<file path="src/rtl/ipt_pkg.sv">
package ipt_pkg;
    typedef enum logic [1:0] {
        ST_STOPPED = 2'd0,
        ST_RUN_IVL = 2'd1,
        ST_RUN_PWM = 2'd2
    } ipt_state_e;
endpackage

</file>
<file path="src/rtl/ipt_ctrl.sv">
module ipt_ctrl
    import ipt_pkg::*;
(
    input  logic clk,
    input  logic rst_n,
    input  logic run_i,
    input  logic pwm_mode_i,
    input  logic tick_i,
    output logic cnt_clr_o,
    output logic cnt_adv_o,
    output logic ivl_act_o,
    output logic pwm_act_o
);
    ipt_state_e state_q, state_d;

    // state register
    always_ff @(posedge clk or negedge rst_n) begin
        if (!rst_n) state_q <= ST_STOPPED;
        else        state_q <= state_d;
    end

    // transitions
    always_comb begin
        state_d = state_q;
        unique case (state_q)
            ST_STOPPED: if (run_i) state_d = pwm_mode_i ? ST_RUN_PWM : ST_RUN_IVL;
            ST_RUN_IVL: if (!run_i) state_d = ST_STOPPED;
                        else if (pwm_mode_i) state_d = ST_RUN_PWM;
            ST_RUN_PWM: if (!run_i) state_d = ST_STOPPED;
                        else if (!pwm_mode_i) state_d = ST_RUN_IVL;
            default:    state_d = ST_STOPPED;
        endcase
    end

    // outputs
    always_comb begin
        cnt_clr_o = 1'b0;
        cnt_adv_o = 1'b0;
        ivl_act_o = 1'b0;
        pwm_act_o = 1'b0;
        unique case (state_q)
            ST_STOPPED: cnt_clr_o = run_i;
            ST_RUN_IVL: begin
                ivl_act_o = 1'b1;
                cnt_adv_o = run_i & tick_i;
            end
            ST_RUN_PWM: begin
                pwm_act_o = 1'b1;
                cnt_adv_o = run_i & tick_i;
            end
            default: ;
        endcase
    end
endmodule

</file>
<file path="src/rtl/ipt_counter.sv">
module ipt_counter #(
    parameter int W = 8
) (
    input  logic         clk,
    input  logic         rst_n,
    input  logic         clr_i,
    input  logic         adv_i,
    input  logic         ivl_i,
    input  logic         cmp_we_i,
    input  logic [W-1:0] cmp_wdata_i,
    output logic [W-1:0] count_o,
    output logic [W-1:0] cmp_o,
    output logic         match_o
);
    localparam logic [W-1:0] ZERO = '0;
    localparam logic [W-1:0] ONE  = {{(W-1){1'b0}}, 1'b1};

    logic [W-1:0] count_q, cmp_q;
    logic         equal;

    assign equal   = (count_q == cmp_q);
    assign match_o = adv_i & ivl_i & equal;

    always_ff @(posedge clk or negedge rst_n) begin
        if (!rst_n) begin
            count_q <= ZERO;
        end else if (clr_i) begin
            count_q <= ZERO;
        end else if (adv_i) begin
            if (ivl_i && equal) count_q <= ZERO;
            else                count_q <= count_q + ONE;
        end
    end

    always_ff @(posedge clk or negedge rst_n) begin
        if (!rst_n)        cmp_q <= ZERO;
        else if (cmp_we_i) cmp_q <= cmp_wdata_i;
    end

    assign count_o = count_q;
    assign cmp_o   = cmp_q;
endmodule

</file>
<file path="src/rtl/ipt_flag.sv">
module ipt_flag (
    input  logic clk,
    input  logic rst_n,
    input  logic set_i,
    input  logic we_i,
    input  logic wdata_i,
    output logic flag_o
);
    logic flag_q;

    always_ff @(posedge clk or negedge rst_n) begin
        if (!rst_n)                flag_q <= 1'b0;
        else if (set_i)            flag_q <= 1'b1;
        else if (we_i && !wdata_i) flag_q <= 1'b0;
    end

    assign flag_o = flag_q;
endmodule

</file>
<file path="src/rtl/ivl_pwm_timer.sv">
module ivl_pwm_timer #(
    parameter int W = 8
) (
    input  logic         clk,
    input  logic         rst_n,
    input  logic         tick_i,
    input  logic         run_i,
    input  logic         pwm_mode_i,
    input  logic         irq_en_i,
    input  logic         cmp_we_i,
    input  logic [W-1:0] cmp_wdata_i,
    input  logic         flag_we_i,
    input  logic         flag_wdata_i,
    output logic [W-1:0] count_o,
    output logic         flag_o,
    output logic         irq_o,
    output logic         pwm_o
);
    logic         cnt_clr, cnt_adv, ivl_act, pwm_act, match;
    logic [W-1:0] cmp_val;

    ipt_ctrl u_ctrl (
        .clk        (clk),
        .rst_n      (rst_n),
        .run_i      (run_i),
        .pwm_mode_i (pwm_mode_i),
        .tick_i     (tick_i),
        .cnt_clr_o  (cnt_clr),
        .cnt_adv_o  (cnt_adv),
        .ivl_act_o  (ivl_act),
        .pwm_act_o  (pwm_act)
    );

    ipt_counter #(.W(W)) u_cnt (
        .clk         (clk),
        .rst_n       (rst_n),
        .clr_i       (cnt_clr),
        .adv_i       (cnt_adv),
        .ivl_i       (ivl_act),
        .cmp_we_i    (cmp_we_i),
        .cmp_wdata_i (cmp_wdata_i),
        .count_o     (count_o),
        .cmp_o       (cmp_val),
        .match_o     (match)
    );

    ipt_flag u_flag (
        .clk     (clk),
        .rst_n   (rst_n),
        .set_i   (match),
        .we_i    (flag_we_i),
        .wdata_i (flag_wdata_i),
        .flag_o  (flag_o)
    );

    assign irq_o = flag_o & irq_en_i;
    assign pwm_o = pwm_act & (count_o < cmp_val);
endmodule

</file>
<file path="config.mk">
export PLATFORM = sky130hd
export DESIGN_NAME = ivl_pwm_timer
export DESIGN_NICKNAME = d
export VERILOG_FILES = /design/src/rtl/ipt_pkg.sv /design/src/rtl/ipt_ctrl.sv /design/src/rtl/ipt_counter.sv /design/src/rtl/ipt_flag.sv /design/src/rtl/ivl_pwm_timer.sv
export SDC_FILE = /design/constraint.sdc
export NUM_CORES = 1
export LEC_CHECK = 0
export CAP_MARGIN = 10
export CORE_MARGIN = 10
export CORE_UTILIZATION = 50
export DETAILED_ROUTE_END_ITERATION = 16
export PLACE_DENSITY_LB_ADDON = 0.15
export SYNTH_ARGS = -nofsm -noshare
export SYNTH_HDL_FRONTEND = slang
export SYNTH_SLANG_ARGS = --single-unit
</file>
<file path="constraint.sdc">
create_clock -name clk -period 3.44 [get_ports clk]
set_input_delay 1.032 -clock clk [delete_from_list [all_inputs] [get_ports clk]]
set_output_delay 1.032 -clock clk [all_outputs]
set_load 0.02 [all_outputs]
</file>
# After elaboration in Yosys (flattened, before gate mapping)
# Index checks and enable logic that the tools add are counted.
[totals]
regBits = 19
in_bits = 17
output_inout_bits = 11
elab_cells = 41
[classes]
n_addsub = 1
n_lt_le_gt_ge = 1
eq_ne = 6
n_mux = 16
n_bitwise = 5
n_reduce_logical = 8
[ops]
columns = ["op", "n"]
rows = [
  ["$mux 8", 3],
  ["$mux 2", 6],
  ["$add 8x1->8 const B", 1],
  ["$eq 8x8->1", 1],
  ["$lt 8x8->1", 1],
  ["$mux 1", 6],
  ["$ne 3x3->1 const B", 2],
  ["$pmux 2 s3", 1],
  ["$and 1x1->1", 5],
  ["$reduce_bool 2->1", 2],
  ["$reduce_and 3->1", 1],
  ["$eq 2x1->1 const B", 1],
  ["$eq 2x2->1 const B", 1],
  ["$logic_and 1x1->1", 2],
  ["$logic_not 2->1", 1],
  ["$ne 2x2->1 const B", 1],
  ["$reduce_or 2->1", 1],
  ["$logic_not 1->1", 1],
]

# Logic depth before layout (Yosys ltp)
# Gate-level depths: netlist of run 1.
[logic_depth]
depth_word = 6
mapped_depth = 6

# Cells and area by module
# Synthesis of run 1 repeated with hierarchy kept, for this count alone.
[hier_totals]
hier_cells = 124
area_unflattened_um2 = 1252.5
[by_module_without_submodules]
columns = ["mod", "n_inst", "cells_per_inst", "area_per_inst_um2", "seq_area_each_um2"]
rows = [
  ["ipt_counter", 1, 73, 819.5, 400.4],
  ["ipt_ctrl", 1, 21, 198.9, 50.0],
  ["ivl_pwm_timer", 1, 27, 195.2, 0.0],
  ["ipt_flag", 1, 3, 38.8, 25.0],
]

# Worst setup path before layout of run 1
# No wires, ideal clock.
[synth_timing]
path_type = "register -> output"
start = "register u_cnt.count_q[5], in the netlist u_cnt.count_o[5]"
end = "output pwm_o"
arrival_ns = 1.709
setup_slack_ns = 0.699
path_stages_with_launch = 5
path_buffers = 0
path_cell_list = "dfrtp_1 -> ha_1 -> a21o_1 -> a21o_1 -> a221oi_1"
[synth_between]
elab_chain_len = 2
[synth_rtl]
columns = ["element", "line_no", "source"]
rows = [
  ["start: declaration", "ipt_counter.sv:18", "logic [W-1:0] count_q, cmp_q;"],
  ["start signal: assignment", "ipt_counter.sv:31", "else count_q <= count_q + ONE;"],
  ["$lt 8x8->1", "ivl_pwm_timer.sv:57", "assign pwm_o = pwm_act & (count_o < cmp_val);"],
  ["$and 1x1->1", "ivl_pwm_timer.sv:57", ""],
  ["end: declaration", "ivl_pwm_timer.sv:17", "output logic pwm_o"],
]
# No other way between the ends.

# Worst setup path after layout of run 1
[layout_timing]
start = "input irq_en_i"
end = "output irq_o"
[layout_between]
elab_chain_len = 1
[layout_rtl]
columns = ["element", "line_no", "source"]
rows = [
  ["start: declaration", "ivl_pwm_timer.sv:9", "input logic irq_en_i,"],
  ["$and 1x1->1", "ivl_pwm_timer.sv:56", "assign irq_o = flag_o & irq_en_i;"],
  ["end: declaration", "ivl_pwm_timer.sv:16", "output logic irq_o,"],
]
# No other way between the ends.

==> impl_metrics.toml, run 1 <==
[run_status]
status = "finished clean"

[timing]
fin_crit_sh = 0.933
rsz0062_at_grt = "false"
tightestPinTransition_ps = 857
finalHoldViolCount = 0
fin_ws_ps = 231
min_period_ps = 3210
slew_headroom = 0.427
clock_skew_ps = 2.17
slew_violations = 0
final.setup.tns_ps = 0
fmax_ghz = 0.312
setup_viol = 0

[clocking]
cts_tree = "yes"
clk_pin_slew_ps = 110
cts.sinks = 19
cts_htree_levels = 1
cts_made_buffers = 3
root_buffer = "clkbuf_4"
clockBufferDepth = 2
clk_latency_ps = 290
cts_hold_buf = 0
cts_setup_buffers = 0

[logic_synthesis]
syn_nets = 155
yosysTopAreaCell = "dfrtp_1"
synth_seq_cells = 19
synthesis.area_sq_um = 1210
synthTopCellsByArea = "dfrtp_1 (39%), ha_1 (13%), o21ai_0 (4.9%), inv_1 (4.3%), nand2_1 (3.7%)"
synth.top_cell.area_share = 0.391
synth_commonest_cells = "dfrtp_1 (19), inv_1 (14), ha_1 (13), nand2_1 (12), o21ai_0 (12)"
synth-edff-count = 0
syn_inst = 125
synth.most_common_cell = "dfrtp_1"
yosys.cell_types.count = 31
synth-warning-count = 0
synth-seq-area-share = 0.391
synth_ff_type = "dfrtp_1"
ys_async_sr_fraction = 1.00
synth.avg_cell_area_sq_um = 9.72

[placement]
dpl_worst_slack_ps = 227
gp_congestion = 0.851
dp_hpwl_microns = 2160
numPortBuffers = 27

[drt]
ant_nets = 0
drt_iter0_markers = 38
vias_per_cell = 5.35
wl_per_cell_microns = 15.1
vias = 973
dr.pass1.iters = 4
drt_wl_total_microns = 2750
drc_errors = 0

[global_route]
first_global_vias = 1036
grt_pass1_wl_microns = 4840
antenna_found_initial = 0
overflow = 0
grt_usage = 0.115
grt_max_degree = 20

[setup_path]
start_kind = "input pin"
crit_slowest_cell = "clkdlybuf4s50_1"
cp_common_cell = "clkdlybuf4s50_1"
slowest_delay_ps = 590
cp_max_fo = 1
rrSetupSlack_ps = 1730
required_ps = 2410
cp_data_arrival_time_ps = 2180
worst_path_dominant_cell_family = "buffers and inverters"
path_cells = "clkdlybuf4s50_1, and2_1, clkdlybuf4s50_1"
worstSetupEndpointType = "output port"
crit_type = "in -> out"
critical_path_buf_inv_count = 2

[die]
io_pins = 28
fp.dieH_microns = 69.3
die_area_sq_um = 4800
num_rows = 17
die_w_microns = 69.3
initial_core_util = 0.539
core_sq_um = 2250

[pwr]
p_per_area_nw_per_um2 = 485
vdd_drop_max_mv = 0.390
leakage_nw = 0.736

[final_layout]
multi_input_area_sq_um = 676
final_util = 0.682
final_nets = 185
fillers = 203
areaGrowthSynthToFinish_pct = 26.6
ff_latch_area_sq_um = 475
antenna_cells = 0
layout-drive-gt1-share = 0.0909

[hold_path]
worstHoldPathType = "reg -> reg"

[job]
drv_cap = 0
cell usage in the layout (no fill, tap or decap), types with 2 or more instances in the layout:
cell type	Yosys	layout
nor2_1	7	7
clkdlybuf4s50_1	0	26
and4_1	3	3
nand2b_1	4	4
a21oi_1	6	6
dfrtp_1	19	19
a21o_1	2	2
mux2_2	3	3
inv_1	14	14
nand3_1	3	3
o21ai_0	12	12
a22oi_1	2	2
clkbuf_4	0	3
nand2_1	12	12
ha_1	13	13
and3_1	2	2
xnor2_1	4	4
a31oi_1	4	4
metal layers:
| metal | share of wire | vias to the layer above | global-route usage |
|---|---|---|---|
| li1 | - | 500 | - |
| met1 | 0.46 | 450 | 0.147 |
| met2 | 0.48 | 21 | 0.181 |
| met3 | 0.052 | 2 | 0.0342 |
| met4 | 0.0054 | 0 | 0.0310 |
| met5 | 0 | - | 0 |
path summary, 6_finish.rpt:
check,cells after the start,to,start
setup / recovery,3,irq_o,irq_en_i
setup reg to reg,5,u_cnt.count_o[3],u_cnt.count_o[5]
hold reg to reg,1,u_cnt.cmp_o[0],u_cnt.cmp_o[0]
max in group asynchronous,1,u_cnt.cmp_o[3],rst_n
hold / removal,1,u_cnt.cmp_o[0],u_cnt.cmp_o[0]
min in group asynchronous,1,u_cnt.count_o[1],rst_n
per-stage QoR:
stage | hold WS [ps] | instance area [sq um] | power, mW | instances
final | 523 | 1540 | 0.745 | 182
after CTS | 531 | 1540 | 0.757 | 182
after floorplan | 485 | 1210 | 0.525 | 125
after global placement | 499 | 1510 | 0.625 | 178
after global routing | 580 | 1540 | 0.815 | 182
after detailed placement | 504 | 1510 | 0.638 | 178
cell type report:
| cell class | count | share of cell area |
|---|---|---|
| inverter | 14 | 0.0342 |
| sequential | 19 | 0.309 |
| clock buffer | 4 | 0.0171 |
| multi-input combinational | 90 | 0.439 |
| tap | 28 | 0.0228 |
| timing repair buffer | 27 | 0.177 |
state kept, by name (all words and copies together), names as in the netlist:
signal          flops
u_cnt.cmp_o         8
u_cnt.count_o       8
u_ctrl.state_q      2
u_flag.flag_o       1
kinds of logic after synthesis:
family,synth area share
AOI/OAI and AO/OA,0.167
and+or+nand+nor,0.191
DFF,0.391
buffers and inverters,0.0525
adders and majority gates,0.134
muxes,0.0360
xor gates and xnor gates,0.0288
power by group:
part / internal (mW) / leakage [nW] / switching (mW) / total (mW)
registers: 0.254 / 0.247 / 0.0356 / 0.290
logic: 0.156 / 0.475 / 0.185 / 0.341
clock network: 0.0451 / 0.0150 / 0.0690 / 0.114
timing repair:
| item | 4_1_cts | 5_1_grt |
|---|---|---|
| endpoints found under the hold margin | 0 | 0 |
| resized for setup | 0 | 1 |
| setup endpoints to repair | 0 | 1 |
Power figures use the tool's default switching activity.
==> run 2, diff against run 1 <==
Settings changed: CORE_UTILIZATION 50 to 35.
Clock period 3.44 ns to 4.2 ns, I/O delays scaled along.
==> run 2 against run 1 <==
Against the previous run:
- clock skew grew 3.3 ps
- hold slack gained 19 ps
- non-clock buffer count unchanged
- final cell count up 9.9%
- critical endpoint unchanged
- sequential cell count unchanged
- largest power group unchanged
- largest cell class unchanged
- first-iteration DRC count increased by 110%
- wire length decreased by 3.5%
- total power fell by 18%
- combinational power shrank 18%
==> impl_metrics.toml, run 2 (same netlist as run 1, synthesis figures left out) <==
[pwr]
p_per_area_nw_per_um2 = 391
vdd_drop_max_mv = 0.236
leakage_nw = 0.724
p_total_uw = 610

[setup_path]
crit_slowest_cell = "clkdlybuf4s50_1"
r2r_cells = 5
worst_path_dominant_cell_family = "buffers and inverters"
path_cells = "clkdlybuf4s50_1, and2_1, clkdlybuf4s50_1"
cp_common_cell = "clkdlybuf4s50_1"
cp_max_fo = 1
required_ps = 2940
cp.depth = 3
critical_path_buf_inv_count = 2
slowest_delay_ps = 610
cp_data_arrival_time_ps = 2430
crit_type = "in -> out"
crit_start = "irq_en_i"
regToRegStartpoint = "u_cnt.count_o[5]"
rrSetupSlack_ps = 2500
worstSetupEndpointType = "output port"
start_kind = "input pin"

[final_layout]
final_area_sq_um = 1560
antenna_cells = 0
areaGrowthSynthToFinish_pct = 28.3
layout_commonest_cell = "clkdlybuf4s50_1"
final_util = 0.467
mostFrequentLayoutCells = "clkdlybuf4s50_1 (27), dfrtp_1 (19), inv_1 (14), ha_1 (13)"
layout-drive-gt1-share = 0.0974
final_nets = 185

[placement]
numPortBuffers = 27
dpl-instance-area_sq_um = 1530
gp_congestion = 0.756
dp_hpwl_microns = 2160

[clocking]
root_buffer = "clkbuf_4"
cts_hold_buf = 0
clockBufferDepth = 2
cts_setup_buffers = 0
cts.sinks = 19
cts_htree_levels = 1
clk_pin_slew_ps = 110
cts_made_buffers = 3
clk_latency_ps = 300
cts_tree = "yes"
cts_resized = 0

[global_route]
grt_max_degree = 20
grt_pass1_wl_microns = 4770
first_global_vias = 1003
overflow = 0
grt_usage = 0.0911
antenna_found_initial = 0

[timing]
rsz0062_at_grt = "false"
holdWs_ps = 541
fmax_ghz = 0.271
slew_violations = 0
tightestPinTransition_ps = 856
slew_headroom = 0.427
finalHoldViolCount = 0
fin_crit_sh = 0.879
setup_viol = 0
clock_skew_ps = 5.45
min_period_ps = 3690
final.setup.tns_ps = 0

[die]
die_area_sq_um = 6230
initial_core_util = 0.364
num_rows = 21
io_pins = 28
fp.dieH_microns = 78.9
core_sq_um = 3340
die_w_microns = 78.9

[drt]
wl_per_cell_microns = 13.3
drc_errors = 0
vias_per_cell = 4.98
dr.pass1.iters = 4
vias = 995
drt_wl_total_microns = 2660
drt_iter0_markers = 79
ant_nets = 0

[job]
drv_cap = 0

[hold_path]
hp-start = "u_cnt.cmp_o[0]"
hold_path_depth = 1
worstHoldPathType = "reg -> reg"

[run_status]
status = "finished clean"
[run 2: worst paths after layout]
check,end
setup / recovery,irq_o
hold / removal,u_cnt.cmp_o[0]
setup reg to reg,u_cnt.count_o[2]
hold reg to reg,u_cnt.cmp_o[0]
max in group asynchronous,u_cnt.cmp_o[7]
min in group asynchronous,u_cnt.count_o[4]
[run 2: layout make-up]
class / instances / area (sq um)
Multi-Input combinational cell: 90 / 676
Inverter: 14 / 52.6
Clock buffer: 3 / 22.5
Sequential cell: 19 / 475
Fill cell: 320 / 1780
Tap cell: 46 / 57.6
Clock inverter: 1 / 5.00
Timing Repair Buffer: 27 / 270
[run 2: worst register-to-register path, stage by stage (launching register included)]
cell and delay, ps:
dfrtp_1 460, ha_1 320, and4_2 280, nand3_1 220, o21ai_2 260, nor2_1 80
[run 2: power by group]
group          total [mW]  internal, mW  switching, mW
logic               0.280         0.129          0.151
registers           0.237         0.208         0.0287
clock network      0.0931        0.0355         0.0577
total               0.610         0.372          0.238
[run 2: metrics by stage]
step                std cells  setup slack [ps]
detailed placement        196               507
finish                    200               510
floorplan                 125              1230
global placement          196               522
global route              200               414
CTS                       200               498
[run 2: layer usage]
layer  track usage  wire length (microns)  vias up
li1              -                      -      496
met1         0.111                   1180      465
met2         0.145                   1250       32
met3        0.0417                    215        2
met4        0.0179                     18        0
met5             0                      0        -
